## src/rtl/mdio_mgmt_pkg.sv

```systemverilog
package mdio_mgmt_pkg;
  localparam int unsigned FRAME_LEN = 64;
  localparam int unsigned TA_IDX    = 46;
  localparam int unsigned RD_IDX    = 48;
  localparam int unsigned FIRE_B    = 31;
  localparam int unsigned C22_B     = 28;
  localparam int unsigned OPRD_B    = 27;
  localparam int unsigned OPWR_B    = 26;
  localparam int unsigned PHY_LSB   = 21;
  localparam int unsigned REG_LSB   = 16;
  localparam int unsigned IDLE_B    = 16;
  localparam logic [1:0]  SIZE_WORD = 2'b10;

  function automatic logic cmd_valid(input logic c22, input logic rd, input logic wr);
    return c22 && (rd ^ wr);
  endfunction

  function automatic logic [FRAME_LEN-1:0] build_frame(
    input logic rd, input logic [4:0] phy, input logic [4:0] rg, input logic [15:0] dat);
    return {32'hFFFF_FFFF, 2'b01, (rd ? 2'b10 : 2'b01), phy, rg, 2'b10,
            (rd ? 16'h0000 : dat)};
  endfunction
endpackage

```

## src/rtl/mdio_mgmt_regs.sv

```systemverilog
module mdio_mgmt_regs
  import mdio_mgmt_pkg::*;
#(
  parameter int unsigned ADDR_W = 3
) (
  input  logic              clk_i,
  input  logic              rst_ni,
  input  logic              sel_i,
  input  logic              we_i,
  input  logic [ADDR_W-1:0] addr_i,
  input  logic [1:0]        size_i,
  input  logic [31:0]       wdata_i,
  output logic [31:0]       rdata_o,
  input  logic              done_i,
  input  logic [15:0]       rdval_i,
  output logic [31:0]       cmd_o,
  output logic              start_o
);
  localparam logic [ADDR_W-1:0] CMD_OFS = '0;
  localparam logic [ADDR_W-1:0] DAT_OFS = ADDR_W'(4);

  logic [31:0] cmd_q;
  logic [14:0] upper_q;
  logic [15:0] rd_q;
  logic        start_q;
  logic        word_ok, hit_cmd, hit_dat, wr_ok;

  assign word_ok = sel_i && (size_i == SIZE_WORD);
  assign hit_cmd = word_ok && (addr_i == CMD_OFS);
  assign hit_dat = word_ok && (addr_i == DAT_OFS);
  assign wr_ok   = cmd_valid(wdata_i[C22_B], wdata_i[OPRD_B], wdata_i[OPWR_B]);

  always_ff @(posedge clk_i or negedge rst_ni) begin
    if (!rst_ni) begin
      cmd_q   <= '0;
      upper_q <= '0;
      rd_q    <= '0;
      start_q <= 1'b0;
    end else begin
      start_q <= 1'b0;
      if (done_i) begin
        cmd_q[FIRE_B] <= 1'b0;
        if (cmd_q[OPRD_B]) rd_q <= rdval_i;
      end
      // busy blocks command writes entirely
      if (we_i && hit_cmd && !cmd_q[FIRE_B]) begin
        if (wdata_i[FIRE_B] && !wr_ok) begin
          cmd_q <= {1'b0, wdata_i[30:0]};
        end else begin
          cmd_q   <= wdata_i;
          start_q <= wdata_i[FIRE_B];
        end
      end
      if (we_i && hit_dat) upper_q <= wdata_i[31:17];
    end
  end

  always_comb begin
    rdata_o = '0;
    if (hit_cmd)      rdata_o = cmd_q;
    else if (hit_dat) rdata_o = {upper_q, ~cmd_q[FIRE_B], rd_q};
  end

  assign cmd_o   = cmd_q;
  assign start_o = start_q;
endmodule

```

## src/rtl/mdio_mgmt_mdc_gen.sv

```systemverilog
module mdio_mgmt_mdc_gen #(
  parameter int unsigned MDC_DIV = 8  // even, >= 2
) (
  input  logic clk_i,
  input  logic rst_ni,
  input  logic run_i,
  output logic mdc_o,
  output logic rise_o,
  output logic fall_o
);
  localparam int unsigned HALF = MDC_DIV / 2;
  localparam int unsigned CW   = (MDC_DIV > 2) ? $clog2(MDC_DIV) : 1;
  localparam logic [CW-1:0] LAST   = CW'(MDC_DIV - 1);
  localparam logic [CW-1:0] RISE_C = CW'(HALF - 1);

  logic [CW-1:0] cnt_q;
  logic          mdc_q;

  always_ff @(posedge clk_i or negedge rst_ni) begin
    if (!rst_ni) begin
      cnt_q <= '0;
      mdc_q <= 1'b0;
    end else if (!run_i || cnt_q == LAST) begin
      cnt_q <= '0;
      mdc_q <= 1'b0;
    end else begin
      cnt_q <= cnt_q + CW'(1);
      if (cnt_q == RISE_C) mdc_q <= 1'b1;
    end
  end

  assign mdc_o  = mdc_q;
  assign rise_o = run_i && (cnt_q == RISE_C);
  assign fall_o = run_i && (cnt_q == LAST);
endmodule

```

## src/rtl/mdio_mgmt_serial.sv

```systemverilog
module mdio_mgmt_serial
  import mdio_mgmt_pkg::*;
(
  input  logic        clk_i,
  input  logic        rst_ni,
  input  logic        start_i,
  input  logic        rd_i,
  input  logic [4:0]  phy_i,
  input  logic [4:0]  reg_i,
  input  logic [15:0] wdat_i,
  input  logic        rise_i,
  input  logic        fall_i,
  input  logic        mdio_i,
  output logic        run_o,
  output logic        done_o,
  output logic        mdio_o,
  output logic        oe_o,
  output logic [15:0] rdval_o
);
  localparam int unsigned IDX_W = $clog2(FRAME_LEN);
  localparam logic [IDX_W-1:0] LAST_IDX = IDX_W'(FRAME_LEN - 1);

  logic                 run_q, rd_q;
  logic [IDX_W-1:0]     idx_q;
  logic [FRAME_LEN-1:0] sh_q;
  logic [15:0]          rsh_q;

  always_ff @(posedge clk_i or negedge rst_ni) begin
    if (!rst_ni) begin
      run_q <= 1'b0;
      rd_q  <= 1'b0;
      idx_q <= '0;
      sh_q  <= '0;
      rsh_q <= '0;
    end else if (start_i) begin
      run_q <= 1'b1;
      rd_q  <= rd_i;
      idx_q <= '0;
      sh_q  <= build_frame(rd_i, phy_i, reg_i, wdat_i);
    end else if (run_q) begin
      if (rise_i && rd_q && idx_q >= IDX_W'(RD_IDX)) rsh_q <= {rsh_q[14:0], mdio_i};
      if (fall_i) begin
        if (idx_q == LAST_IDX) run_q <= 1'b0;
        else                   idx_q <= idx_q + IDX_W'(1);
        sh_q <= {sh_q[FRAME_LEN-2:0], 1'b0};
      end
    end
  end

  assign run_o   = run_q;
  assign done_o  = run_q && fall_i && (idx_q == LAST_IDX);
  assign mdio_o  = run_q && sh_q[FRAME_LEN-1];
  assign oe_o    = run_q && (!rd_q || idx_q < IDX_W'(TA_IDX));
  assign rdval_o = rsh_q;
endmodule

```

## src/rtl/mdio_mgmt_ctrl.sv

```systemverilog
module mdio_mgmt_ctrl
  import mdio_mgmt_pkg::*;
#(
  parameter int unsigned MDC_DIV = 8,
  parameter int unsigned ADDR_W  = 3
) (
  input  logic              clk_i,
  input  logic              rst_ni,
  input  logic              bus_sel_i,
  input  logic              bus_we_i,
  input  logic [ADDR_W-1:0] bus_addr_i,
  input  logic [1:0]        bus_size_i,
  input  logic [31:0]       bus_wdata_i,
  output logic [31:0]       bus_rdata_o,
  output logic              mdc_o,
  output logic              mdio_o,
  output logic              mdio_oe_o,
  input  logic              mdio_i
);
  logic [31:0] cmd_w;
  logic [15:0] rdval_w;
  logic        start_w, done_w, run_w, rise_w, fall_w;

  mdio_mgmt_regs #(.ADDR_W(ADDR_W)) u_regs (
    .clk_i   (clk_i),
    .rst_ni  (rst_ni),
    .sel_i   (bus_sel_i),
    .we_i    (bus_we_i),
    .addr_i  (bus_addr_i),
    .size_i  (bus_size_i),
    .wdata_i (bus_wdata_i),
    .rdata_o (bus_rdata_o),
    .done_i  (done_w),
    .rdval_i (rdval_w),
    .cmd_o   (cmd_w),
    .start_o (start_w)
  );

  mdio_mgmt_mdc_gen #(.MDC_DIV(MDC_DIV)) u_mdc (
    .clk_i  (clk_i),
    .rst_ni (rst_ni),
    .run_i  (run_w),
    .mdc_o  (mdc_o),
    .rise_o (rise_w),
    .fall_o (fall_w)
  );

  mdio_mgmt_serial u_ser (
    .clk_i   (clk_i),
    .rst_ni  (rst_ni),
    .start_i (start_w),
    .rd_i    (cmd_w[OPRD_B]),
    .phy_i   (cmd_w[PHY_LSB +: 5]),
    .reg_i   (cmd_w[REG_LSB +: 5]),
    .wdat_i  (cmd_w[15:0]),
    .rise_i  (rise_w),
    .fall_i  (fall_w),
    .mdio_i  (mdio_i),
    .run_o   (run_w),
    .done_o  (done_w),
    .mdio_o  (mdio_o),
    .oe_o    (mdio_oe_o),
    .rdval_o (rdval_w)
  );
endmodule

```

## config.mk

```make
export PLATFORM = sky130hd
export DESIGN_NAME = mdio_mgmt_ctrl
export DESIGN_NICKNAME = d
export VERILOG_FILES = /design/src/rtl/mdio_mgmt_pkg.sv /design/src/rtl/mdio_mgmt_regs.sv /design/src/rtl/mdio_mgmt_mdc_gen.sv /design/src/rtl/mdio_mgmt_serial.sv /design/src/rtl/mdio_mgmt_ctrl.sv
export SDC_FILE = /design/constraint.sdc
export NUM_CORES = 1
export LEC_CHECK = 0
export BUFFER_PORTS_ARGS = -buffer_cell sky130_fd_sc_hd__buf_4
export CAP_MARGIN = 15
export CORE_AREA = 5 5 94 183
export CTS_CLUSTER_DIAMETER = 120
export DETAILED_ROUTE_END_ITERATION = 10
export DIE_AREA = 0 0 99 188
export PLACE_DENSITY = 0.69
export SLEW_MARGIN = 20
export SYNTH_ARGS = -nofsm -noshare
export SYNTH_HDL_FRONTEND = slang
export SYNTH_SLANG_ARGS = --single-unit
export TNS_END_PERCENT = 20
```

## constraint.sdc

```tcl
create_clock -name clk_i -period 2.1 [get_ports clk_i]
set_clock_uncertainty 0.05 [all_clocks]
set_input_delay 0.105 -clock clk_i [delete_from_list [all_inputs] [get_ports clk_i]]
set_output_delay 0.105 -clock clk_i [all_outputs]
set_load 0.005 [all_outputs]
```

**Word level (Yosys, flattened, before mapping)**

Index checks and enable logic that the tools add are counted.

- Word-level logic and storage cells: 79
- Memories kept: 0
- Output and inout port bits: 35
- Register bits after elaboration: 156
- Latch bits: 0
- Memory bits (read-only): 0
- RAM bits: 0

- $mul: 0
- Shift operators: 0
- Bitwise gates (word level): 3
- Order comparisons: 2
- Equal/unequal tests: 6
- Reductions and logical operators: 31
- Divide/modulo/power cells: 0
- Muxes and demuxes: 23
- $add $sub $neg: 2

Operators by type and width:

| kind | number |
|---|---|
| 64-bit two-way mux | 3 |
| 32-bit two-way mux | 4 |
| 6-bit two-way mux | 4 |
| 1-bit logical AND | 16 |
| 16-bit two-way mux | 1 |
| 1-bit two-way mux | 9 |
| 2-bit nonzero test | 4 |
| 6-bit by 1-bit adder with 6-bit output (second input constant) | 1 |
| 3-bit == test (second input constant) | 2 |
| 6-bit == test (second input constant) | 1 |
| 6-bit >= comparator (second input constant) | 1 |
| 6-bit less-than comparator (second input constant) | 1 |
| 3-bit AND reduction | 2 |
| 1-bit zero test | 4 |
| 2-bit AND reduction | 2 |
| 3-bit by 1-bit adder with 3-bit output (second input constant) | 1 |
| 3-bit by 2-bit == test with 1-bit output (second input constant) | 1 |
| 3-bit zero test | 1 |
| 3-bit two-way mux | 1 |
| 2-bit == test (second input constant) | 1 |
| 1-bit logical OR | 2 |
| 2-bit two-way mux | 1 |
| 2-bit inequality test (second input constant) | 1 |
| 1-bit inverter | 2 |
| 1-bit bitwise XOR | 1 |

**Longest topological paths before layout**

Gate-level depths: netlist of the first run.

- Depth in word-level cells: 6
- Gate-level depth with buffers: 7
- Gate-level depth less buffers: 5

**By module**

Synthesis of the first run repeated with hierarchy kept, for this count alone.

- Cells, all modules: 594
- Area, all modules: 7034.2 µm²

Modules (own cells, without submodules):

| module | cells an instance | times used | area an instance (µm²) |
|---|---|---|---|
| mdio_mgmt_serial | 363 | 1 | 3881.2 |
| mdio_mgmt_regs | 214 | 1 | 2957.8 |
| mdio_mgmt_mdc_gen | 17 | 1 | 195.2 |

**Worst setup path after synthesis of the first run**

Ideal clock, no wire load.

- Path kind: reg-to-reg
- From: reg u_mdc.cnt_q[0]
- To: reg u_regs.rd_q[10]
- Slack: 0.217 ns
- Cell stages (with the launch flop): 8
- Period minus slack after synthesis: 1.883 ns
- Path buffers: 2
- Arrival: 1.708 ns
- Library setup time: 0.125 ns
- Cells stage by stage: dfrtp_1 -> ha_1 -> ha_1 -> and2_1 -> and4_1 -> buf_6 -> buf_8 -> mux2_4

- Word-level cells in the longest chain between the ends: 5

Ends and longest elaborated chain:

| element | line | source |
|---|---|---|
| start: declaration | mdio_mgmt_mdc_gen.sv:16 | `logic [CW-1:0] cnt_q;` |
| start signal: assignment | mdio_mgmt_mdc_gen.sv:27 | `cnt_q <= cnt_q + CW'(1);` |
| 3-bit == test | mdio_mgmt_mdc_gen.sv:34 | `assign fall_o = run_i && (cnt_q == LAST);` |
| 1-bit logical AND | mdio_mgmt_mdc_gen.sv:34 |  |
| 1-bit logical AND (2 in series) | mdio_mgmt_serial.sv:51 | `assign done_o = run_q && fall_i && (idx_q == LAST_IDX);` |
| 2-bit AND reduction (no line) | - |  |
| end signal: assignment | mdio_mgmt_regs.sv:43 | `if (cmd_q[OPRD_B]) rd_q <= rdval_i;` |
| end: declaration | mdio_mgmt_regs.sv:24 | `logic [15:0] rd_q;` |

No other way between the ends.
A chain may end at the register's enable or synchronous reset.

**Final worst setup path of the first run**

- From: reg u_mdc.cnt_q[0]
- To: reg u_ser.idx_q[0]

- Word-level cells in the longest chain between the ends: 4

Ends and longest elaborated chain:

| element | line | source |
|---|---|---|
| 3-bit == test | mdio_mgmt_mdc_gen.sv:34 |  |
| 1-bit logical AND | mdio_mgmt_mdc_gen.sv:34 |  |
| 2-bit nonzero test (no line) | - |  |
| 3-bit AND reduction (no line) | - |  |
| end signal: assignment | mdio_mgmt_serial.sv:44 | `else idx_q <= idx_q + IDX_W'(1);` |
| end: declaration | mdio_mgmt_serial.sv:24 | `logic [IDX_W-1:0] idx_q;` |

No other way between the ends.

==> results of run 1 <==
routing by layer:
metal | share of wire | wire length, um
met4 | 0.026 | 397
met3 | 0.027 | 418
met1 | 0.39 | 5940
met2 | 0.56 | 8490
met5 | 0 | 0
cell usage after synthesis (2+ instances only):
cell type,count
buf_2,7
buf_4,5
clkbuf_1,18
nor2b_1,4
mux2_2,71
nor2_1,9
a22o_1,32
a21oi_1,4
nand3b_1,34
ha_1,4
a211oi_1,2
and2_1,3
mux2i_1,27
o21ai_0,26
nand2b_1,4
dfrtp_1,156
nor3_1,2
mux2_4,10
and3_1,2
buf_6,5
inv_1,5
nand3_1,4
nand2_1,106
what timing repair did:
action	in CTS	in global routing
hold endpoints to repair	101	0
buffers inserted	0	0
hold buffers	36	0
gates resized for setup	0	1
setup endpoints to repair	0	1
per-stage QoR:
step                power (mW)   util  hold WS (ns)
floorplan                 3.17      -        -0.241
global placement          3.32  0.488        0.0432
detailed placement        3.33  0.488        0.0568
CTS                       6.40  0.549        0.0108
global route              6.55  0.549        0.0385
finish                    6.33  0.549        0.0149
kinds of logic after synthesis:
group,share of synthesized area
AOI/OAI and AO/OA,0.0761
xor gates and xnor gates,0.00127
adders and majority gates,0.00728
buffers and inverters,0.0342
DFF,0.568
muxes,0.178
and+or+nand+nor,0.135
where the power goes:
| part | internal, mW | switching (mW) | leakage, nW |
|---|---|---|---|
| Sequential | 3.05 | 0.0221 | 2.16 |
| Clock | 1.77 | 1.25 | 0.285 |
| Combinational | 0.138 | 0.115 | 1.63 |
| Total | 4.95 | 1.38 | 4.08 |
how the worst min path moves through the flow:
| stage | to | start | slack, ns |
|---|---|---|---|
| 2_1_floorplan | u_mdc.cnt_q[0] | rst_ni | -0.24 |
| 3_3_place_gp | u_regs.upper_q[14] | rst_ni | 0.04 |
| 3_5_place_dp | u_ser.sh_q[62] | rst_ni | 0.06 |
| 4_1_cts | u_regs.cmd_o[31] | bus_addr_i[2] | 0.01 |
| 5_1_grt | u_regs.cmd_o[31] | bus_addr_i[2] | 0.04 |
| 6_report | u_regs.cmd_o[31] | bus_addr_i[2] | 0.01 |
registers in the layout (all words and copies together) (netlist names):
signal	flops
u_regs.upper_q	15
u_ser.idx_q	6
u_ser.rdval_o	16
u_regs.start_o	1
u_regs.rd_q	16
u_ser.rd_q	1
u_mdc.cnt_q	3
u_ser.sh_q	64
u_regs.cmd_o	32
u_ser.run_o	1
u_mdc.mdc_o	1
critical path, stage by stage (launching register included):
cell and delay (ns):
dfrtp_1 0.35, ha_1 0.18, ha_2 0.24, nand2_1 0.14
buf_4 0.26, a21oi_1 0.25, mux2_2 0.37
final cells by class:
| type | instances | area (um^2) | share of cell area |
|---|---|---|---|
| Clock buffer | 17 | 425 | 0.0494 |
| Clock inverter | 15 | 160 | 0.0186 |
| Inverter | 5 | 18.8 | 0.00218 |
| Multi-Input combinational cell | 365 | 2750 | 0.319 |
| Sequential cell | 156 | 3910 | 0.453 |
| Tap cell | 201 | 251 | 0.0292 |
| Timing Repair Buffer | 126 | 1100 | 0.128 |
==> impl_metrics.py, run 1 <==
metrics = {
    "synth": {
        "synth-seq-cells": 156,
        "synth_async_sr_flop_share": 1.00,
        "netlist_instances": 563,
        "synth_area_leaders": "dfrtp_1 (57%), mux2_2 (12%), nand2_1 (5.8%), a22o_1 (4.1%), mux2i_1 (3.9%)",
        "synth_area_mm2": 0.00687,
        "synthFlopType": "dfrtp_1",
        "yosysSeqAreaShare": 0.568,
        "avgSynthCellArea_um2": 12.2,
        "synth_top_area_cell": "dfrtp_1",
        "synth_edf_count": 0,
        "ys_types": 46,
        "netlist.area_leader.share": 0.568,
        "ys_warn_count": 0,
        "synthesis.nets": 609,
    },
    "clock_network": {
        "cts_buffer_depth": 2,
        "clk_latency_ns": 0.42,
        "numCtsBuffers": 17,
        "cts_max_level": 4,
        "cts_sinks": 156,
        "cts_tree": "built",
        "clk_pin_slew_ns": 0.07,
        "clockRootBuffer": "clkbuf_16",
    },
    "timing": {
        "hold_violations": 0,
        "worst_pin_slew_ns": 0.659,
        "maxSlewHeadroom": 0.559,
        "period_minus_slack_ns": 1.95,
        "rsz0062_at_grt": "no",
        "clock.fmax_ghz": 0.513,
        "maxSlewViolCount": 0,
        "fin_crit_sh": 0.928,
        "totalNegativeSetupSlack_ns": 0,
        "setup_violations": 0,
        "setup_slack_ns": 0.152,
    },
    "grt": {
        "grt_use_met2": 0.309,
        "busiest_layer": "met2",
        "grt_util_met3": 0.0357,
        "grt-ovfl-total": 0,
        "grt_max_degree": 65,
        "grt_use_total": 0.173,
        "grt_pass1_vias": 5170,
        "grt_util_met1": 0.199,
        "antenna_found_initial": 0,
        "grt_pass1_wl_um": 25900,
    },
    "placed_design": {
        "dp_hpwl_um": 10100,
        "dp_cells": 817,
        "port_buffers": 76,
        "pre_cts_slack_ns": 0.110,
        "finalWeightedCongestion": 0.748,
        "placed_cell_area_mm2": 0.00766,
    },
    "floorplanning": {
        "die_area_mm2": 0.0186,
        "rows": 65,
        "die_w_um": 99,
        "ios": 77,
        "core_area_mm2": 0.0157,
        "die_h_um": 188,
        "start_util": 0.438,
    },
    "cells_and_area": {
        "layout_commonest_cell": "dfrtp_1",
        "nets": 717,
        "layout_common_cells": "dfrtp_1 (155), nand2_1 (106), buf_4 (84)",
        "diodes": 0,
        "fill_cells": 1319,
        "final_cell_area_mm2": 0.00861,
        "syn_to_final_growth_pct": 25.4,
        "fin_cells": 885,
        "drive_above_1_share": 0.314,
    },
    "setup_path": {
        "r2r_slack_ns": 0.15,
        "r2r_cells": 6,
        "crit_arrival_ns": 2.21,
        "worstPathRequired_ns": 2.36,
        "crit_type": "flip-flop to flip-flop",
        "cp-end-kind": "flip-flop",
        "r2r-end": "u_ser.idx_q[0]",
        "critPathLaunchType": "flip-flop",
        "rr_startpoint": "u_mdc.cnt_q[0]",
        "critPathCapture": "u_ser.idx_q[0]",
        "crit_fanout": 27,
        "startpoint": "u_mdc.cnt_q[0]",
    },
    "pwr": {
        "power.density_mw_per_mm2": 735,
        "power_leakage_nw": 4.08,
        "ir_drop_mv": 0.592,
    },
    "routing": {
        "drt_iter0_drc": 289,
        "final_antenna_net_count": 0,
        "first_pass_iters": 5,
        "wl_per_cell_um": 17.2,
        "drt-total-wl_um": 15200,
        "drt-vias-per-instance": 5.33,
        "vias": 4716,
        "drc": 0,
    },
    "status": {
        "run_status": "finished, final reports clean",
    },
    "job": {
        "cap_violations": 0,
    },
    "worst_hold_path": {
        "hp-class": "input pin to flip-flop",
        "min_path_cells": 3,
    },
}
Note: power is estimated with default switching activity, not from simulation.
==> run 2, diff against run 1 <==
Settings changed: CORE_AREA 5 5 94 183 to 5 5 106 207, DIE_AREA 0 0 99 188 to 0 0 111 212, PLACE_DENSITY 0.69 to 0.57.
==> run 2 against run 1 <==
  * Global-route usage shrank 3.5 points
  * Critical path depth decreased by 1
  * Sequential power about the same
  * Design area up 1.5%
  * Clock power increased by 5%
  * Via count grew 0.87%
  * Combinational power grew 2%
  * Critical path type unchanged
==> impl_metrics.py, run 2 (synthesis results as in run 1) <==
metrics = {
    "routing": {
        "drt_iter0_drc": 195,
        "drt-total-wl_um": 15700,
        "first_pass_iters": 5,
        "drc": 0,
        "vias": 4757,
        "drt-vias-per-instance": 5.00,
        "final_antenna_net_count": 0,
        "wl_per_cell_um": 16.6,
    },
    "worst_hold_path": {
        "min_path_cells": 3,
        "hold_end": "u_regs.cmd_o[31]",
        "min_from": "bus_we_i",
        "hp-class": "input pin to flip-flop",
    },
    "setup_path": {
        "startpoint": "u_ser.idx_q[0]",
        "crit_arrival_ns": 2.23,
        "crit_fanout": 16,
        "r2r_cells": 5,
        "cp-end-kind": "flip-flop",
        "r2r-end": "u_regs.rd_q[2]",
        "critPathLaunchType": "flip-flop",
        "rr_startpoint": "u_ser.idx_q[0]",
        "worstPathRequired_ns": 2.36,
        "r2r_slack_ns": 0.13,
        "crit_type": "flip-flop to flip-flop",
    },
    "cells_and_area": {
        "nets": 718,
        "largest_reg_flops": 64,
        "syn_to_final_growth_pct": 27.2,
        "layout_commonest_cell": "dfrtp_1",
        "final_cell_area_mm2": 0.00874,
        "largest-register": "u_ser.sh_q",
        "diodes": 0,
        "drive_above_1_share": 0.315,
        "layout_common_cells": "dfrtp_1 (155), nand2_1 (106), buf_4 (85)",
    },
    "grt": {
        "grt_max_degree": 65,
        "busiest_layer": "met2",
        "grt_pass1_wl_um": 26000,
        "grt_util_met1": 0.152,
        "grt_use_met2": 0.249,
        "grt-ovfl-total": 0,
        "grt_use_total": 0.138,
        "grt_pass1_vias": 5145,
        "antenna_found_initial": 0,
        "grt_util_met3": 0.0305,
    },
    "pwr": {
        "power_leakage_nw": 4.10,
        "total_power_mw": 6.50,
        "power.density_mw_per_mm2": 743,
        "ir_drop_mv": 0.525,
    },
    "timing": {
        "setup_slack_ns": 0.128,
        "maxSlewViolCount": 0,
        "setup_violations": 0,
        "maxSlewHeadroom": 0.543,
        "clock.fmax_ghz": 0.507,
        "period_minus_slack_ns": 1.97,
        "worst_pin_slew_ns": 0.682,
        "rsz0062_at_grt": "no",
        "totalNegativeSetupSlack_ns": 0,
        "hold_violations": 0,
        "fin_crit_sh": 0.939,
    },
    "clock_network": {
        "cts_setup_buffers": 0,
        "numCtsBuffers": 17,
        "clk_pin_slew_ns": 0.06,
        "cts_buffer_depth": 2,
        "clk_latency_ns": 0.43,
        "cts_sinks": 156,
        "clockRootBuffer": "clkbuf_16",
        "cts_tree": "built",
        "cts_max_level": 4,
    },
    "floorplanning": {
        "rows": 74,
        "die_area_mm2": 0.0235,
        "ios": 77,
        "die_w_um": 111,
        "core_area_mm2": 0.0203,
        "die_h_um": 212,
        "start_util": 0.339,
    },
    "placed_design": {
        "port_buffers": 76,
        "dp_hpwl_um": 10400,
        "placed_cell_area_mm2": 0.00778,
        "finalWeightedCongestion": 0.766,
        "pre_cts_slack_ns": -0.0686,
    },
    "status": {
        "run_status": "finished, final reports clean",
    },
    "job": {
        "cap_violations": 0,
    },
}
[run 2: cell count changes in the layout (fill, tap and decap cells not counted), moves of 2 or more]
| cell | before | now |
|---|---|---|
| inv_6 | 5 | 2 |
| clkbuf_1 | 0 | 2 |
| clkinv_2 | 3 | 1 |
| dlygate4sd3_1 | 36 | 34 |
[run 2: through the flow]
stage | instances | util | hold WS [ns]
2_1_floorplan | 563 | - | -0.241
3_3_place_gp | 885 | 0.384 | 0.0471
4_1_cts | 951 | 0.431 | 0.0214
6_report | 951 | 0.431 | 0.0272
3_5_place_dp | 885 | 0.384 | 0.0643
5_1_grt | 951 | 0.431 | 0.0442
[run 2: worst max path at each step]
stage / end / cells past startpoint
CTS: u_ser.idx_q[5] / 4
finish: u_regs.rd_q[2] / 5
global route: u_regs.rd_q[2] / 5
global placement: u_ser.idx_q[5] / 4
floorplan: u_regs.rd_q[10] / 7
detailed placement: u_ser.idx_q[5] / 4
[run 2: what timing repair did]
| action | 4_1_cts | 5_1_grt |
|---|---|---|
| gates resized for setup | 1 | 2 |
| hold buffers | 34 | 0 |
| endpoints found under the setup margin | 1 | 28 |
| endpoints found under the hold margin | 102 | 0 |
[run 2: layer usage]
| layer | up-vias | part of all wire |
|---|---|---|
| li1 | 2190 | - |
| met1 | 2423 | 0.39 |
| met2 | 98 | 0.54 |
| met3 | 46 | 0.028 |
| met4 | 0 | 0.041 |
| met5 | - | 0 |
[run 2: final cells by class]
class                   instances  area (um^2)
fillers                      1877        11500
well taps                     266          333
inverters                       5         18.8
flip-flops and latches        156         3910
multi-input cells             365         2760
clock inverters                12          163
clock buffers                  20          447
repair buffers                127         1120
[run 2: power by group]
part	leakage (nW)	switching [mW]	internal, mW
logic	1.65	0.118	0.141
registers	2.16	0.0214	3.05
clock network	0.291	1.26	1.91
total	4.10	1.40	5.10
[run 2: worst max-delay path, cell delays in order, from the launching register on]
cell and delay (ns):
dfrtp_1 0.43, ha_1 0.26, and2_1 0.26, and4_1 0.31, buf_12 0.20, mux2_2 0.34
==> run 3, diff against run 2 <==
Settings changed: ABC_AREA set to 1, CAP_MARGIN 15 to 10, CORE_AREA 5 5 106 207 to 5 5 106 208, DIE_AREA 0 0 111 212 to 0 0 111 213, PLACE_DENSITY 0.57 to 0.58.
==> run 3 against run 2 <==
  * Global-route usage is 1.4 points higher
  * Fmax is 15% higher
  * Design area is 1.2% higher
  * Synthesized cell count is 44% higher
  * Setup slack better by 0.25 ns
  * Clock power is 3% higher
  * Clock-buffer cell count is 1 lower
  * Synthesized area is 1.5% higher
  * Sequential share of layout area is 0.56 points lower
==> impl_metrics.py, run 3 <==
metrics = {
    "synth": {
        "netlist.area_leader.share": 0.559,
        "synth_area_mm2": 0.00698,
        "ys_warn_count": 0,
        "synth_area_leaders": "dfrtp_1 (56%), nand2_1 (12%), inv_1 (4.9%), o21ai_0 (4.5%), nand3_1 (3.6%)",
        "synthesis.nets": 857,
        "yosysSeqAreaShare": 0.559,
        "synth_edf_count": 0,
        "synth_async_sr_flop_share": 1.00,
        "synthTopCellsByCount": "nand2_1 (219), dfrtp_1 (156), inv_1 (92)",
        "synthFlopType": "dfrtp_1",
        "avgSynthCellArea_um2": 8.60,
        "yosysMostFrequentCell": "nand2_1",
        "netlist_instances": 811,
        "ys_types": 29,
        "synth-seq-cells": 156,
        "synth_top_area_cell": "dfrtp_1",
    },
    "timing": {
        "setup_violations": 0,
        "totalNegativeSetupSlack_ns": 0,
        "rsz0062_at_grt": "no",
        "fin_crit_sh": 0.820,
        "fin_hold_ws_ns": 0.101,
        "maxSlewHeadroom": 0.499,
        "period_minus_slack_ns": 1.72,
        "worst_pin_slew_ns": 0.748,
        "clock.fmax_ghz": 0.581,
        "maxSlewViolCount": 0,
        "hold_violations": 0,
    },
    "routing": {
        "drc": 0,
        "wl_per_cell_um": 14.0,
        "vias": 5675,
        "drt_iter0_drc": 265,
        "final_antenna_net_count": 0,
        "first_pass_iters": 5,
        "drt-total-wl_um": 16800,
        "drt-vias-per-instance": 4.74,
    },
    "setup_path": {
        "cp_slowest_cell": "dfrtp_1",
        "crit_fanout": 26,
        "cp-end-kind": "flip-flop",
        "cpLargestDelayFamily": "simple AND/OR/NAND/NOR gates",
        "crit_arrival_ns": 2.02,
        "worstPathRequired_ns": 2.40,
        "r2r_cells": 9,
        "crit_chain": "ha_1, ha_1, nand2_1, inv_2, nand2_2, nor2_4, buf_12, nand2_1, o21ai_2",
        "cp.depth": 9,
        "path_buf_inv": 2,
        "cpPeakStageDelay_ns": 0.35,
        "critPathLaunchType": "flip-flop",
        "crit_type": "flip-flop to flip-flop",
    },
    "cells_and_area": {
        "syn_to_final_growth_pct": 26.8,
        "layout_common_cells": "nand2_1 (218), dfrtp_1 (156), inv_1 (92), buf_4 (92), o21ai_0 (63)",
        "fill_cells": 1960,
        "multi_input_area_mm2": 0.00246,
        "final_cell_area_mm2": 0.00885,
        "diodes": 0,
        "fin_cells": 1197,
        "largest-register": "u_ser.sh_q",
        "layout_commonest_cell": "nand2_1",
        "ff_latch_area_mm2": 0.00390,
        "drive_above_1_share": 0.183,
        "nets": 964,
        "largest_reg_flops": 64,
    },
    "clock_network": {
        "cts_sinks": 156,
        "cts_tree": "built",
        "cts_max_level": 4,
        "clk_latency_ns": 0.42,
        "clk_pin_slew_ns": 0.06,
        "cts_resized": 0,
        "numCtsBuffers": 17,
        "cts_setup_buffers": 0,
        "hold_buffers": 39,
        "clockRootBuffer": "clkbuf_16",
        "cts_buffer_depth": 2,
    },
    "job": {
        "cap_violations": 0,
    },
    "pwr": {
        "ir_drop_mv": 0.525,
        "total_power_mw": 6.61,
        "power.density_mw_per_mm2": 747,
        "power_leakage_nw": 4.38,
    },
    "placed_design": {
        "port_buffers": 76,
        "dp_cells": 1126,
        "finalWeightedCongestion": 0.789,
        "placed_cell_area_mm2": 0.00783,
        "dp_hpwl_um": 11600,
    },
    "grt": {
        "grt_max_degree": 55,
        "grt_use_total": 0.152,
        "antenna_found_initial": 0,
        "grt_pass1_wl_um": 28900,
        "grt_pass1_vias": 5859,
        "grt-ovfl-total": 0,
    },
    "floorplanning": {
        "core_area_mm2": 0.0203,
        "die_w_um": 111,
        "die_area_mm2": 0.0236,
        "die_h_um": 213,
        "rows": 74,
        "start_util": 0.344,
        "ios": 77,
    },
    "status": {
        "run_status": "finished, final reports clean",
    },
    "worst_hold_path": {
        "min_path_cells": 6,
        "hp-class": "input pin to flip-flop",
    },
}
==> run 3: power breakdown <==
group,internal (mW),switching [mW]
clock,2.03,1.25
combinational,0.125,0.134
sequential,3.05,0.0241
total,5.20,1.41
==> run 3: worst paths after layout <==
kind,end,start,slack [ns]
max,u_regs.rd_q[11],u_mdc.cnt_q[0],0.38
max reg2reg,u_regs.rd_q[11],u_mdc.cnt_q[0],0.38
min in group asynchronous,u_regs.upper_q[5],rst_ni,0.14
min,u_regs.upper_q[0],bus_addr_i[1],0.10
max in group asynchronous,u_ser.sh_q[24],rst_ni,1.15
min reg2reg,u_mdc.cnt_q[0],u_mdc.cnt_q[0],0.38
==> run 3: cell families after synthesis <==
| kind of cell | count (synthesis) | share of synthesized area |
|---|---|---|
| compound gates | 158 | 0.135 |
| fa+ha+maj | 4 | 0.00717 |
| buf+inv | 146 | 0.0889 |
| flops | 156 | 0.559 |
| simple gates | 347 | 0.210 |
==> run 3: routing by layer <==
metal / GRT usage / routed length [um] / vias up
li1: - / - / 2814
met1: 0.174 / 6770 / 2743
met2: 0.274 / 9120 / 92
met3: 0.0303 / 516 / 26
met4: 0.0646 / 408 / 0
met5: 0 / 0 / -
==> run 3: stage by stage <==
| step | setup slack (ns) | util |
|---|---|---|
| finish | 0.378 | 0.436 |
| global route | 0.197 | 0.436 |
| CTS | 0.359 | 0.436 |
| detailed placement | 0.373 | 0.386 |
| global placement | 0.445 | 0.386 |
| floorplan | 0.498 | - |
==> run 3: area by class of cell <==
class,count,area share
clock buffer,19,0.0500
clock inverter,13,0.0215
inverter,99,0.0420
multi-input combinational,509,0.278
sequential,156,0.441
tap,266,0.0376
timing repair buffer,135,0.130
==> run 3: tightest hold or removal path, delay by kind of cell <==
family                 cells  cell delay, ns
buffers and inverters      2            0.11
AND/OR/NAND/NOR            4            0.33
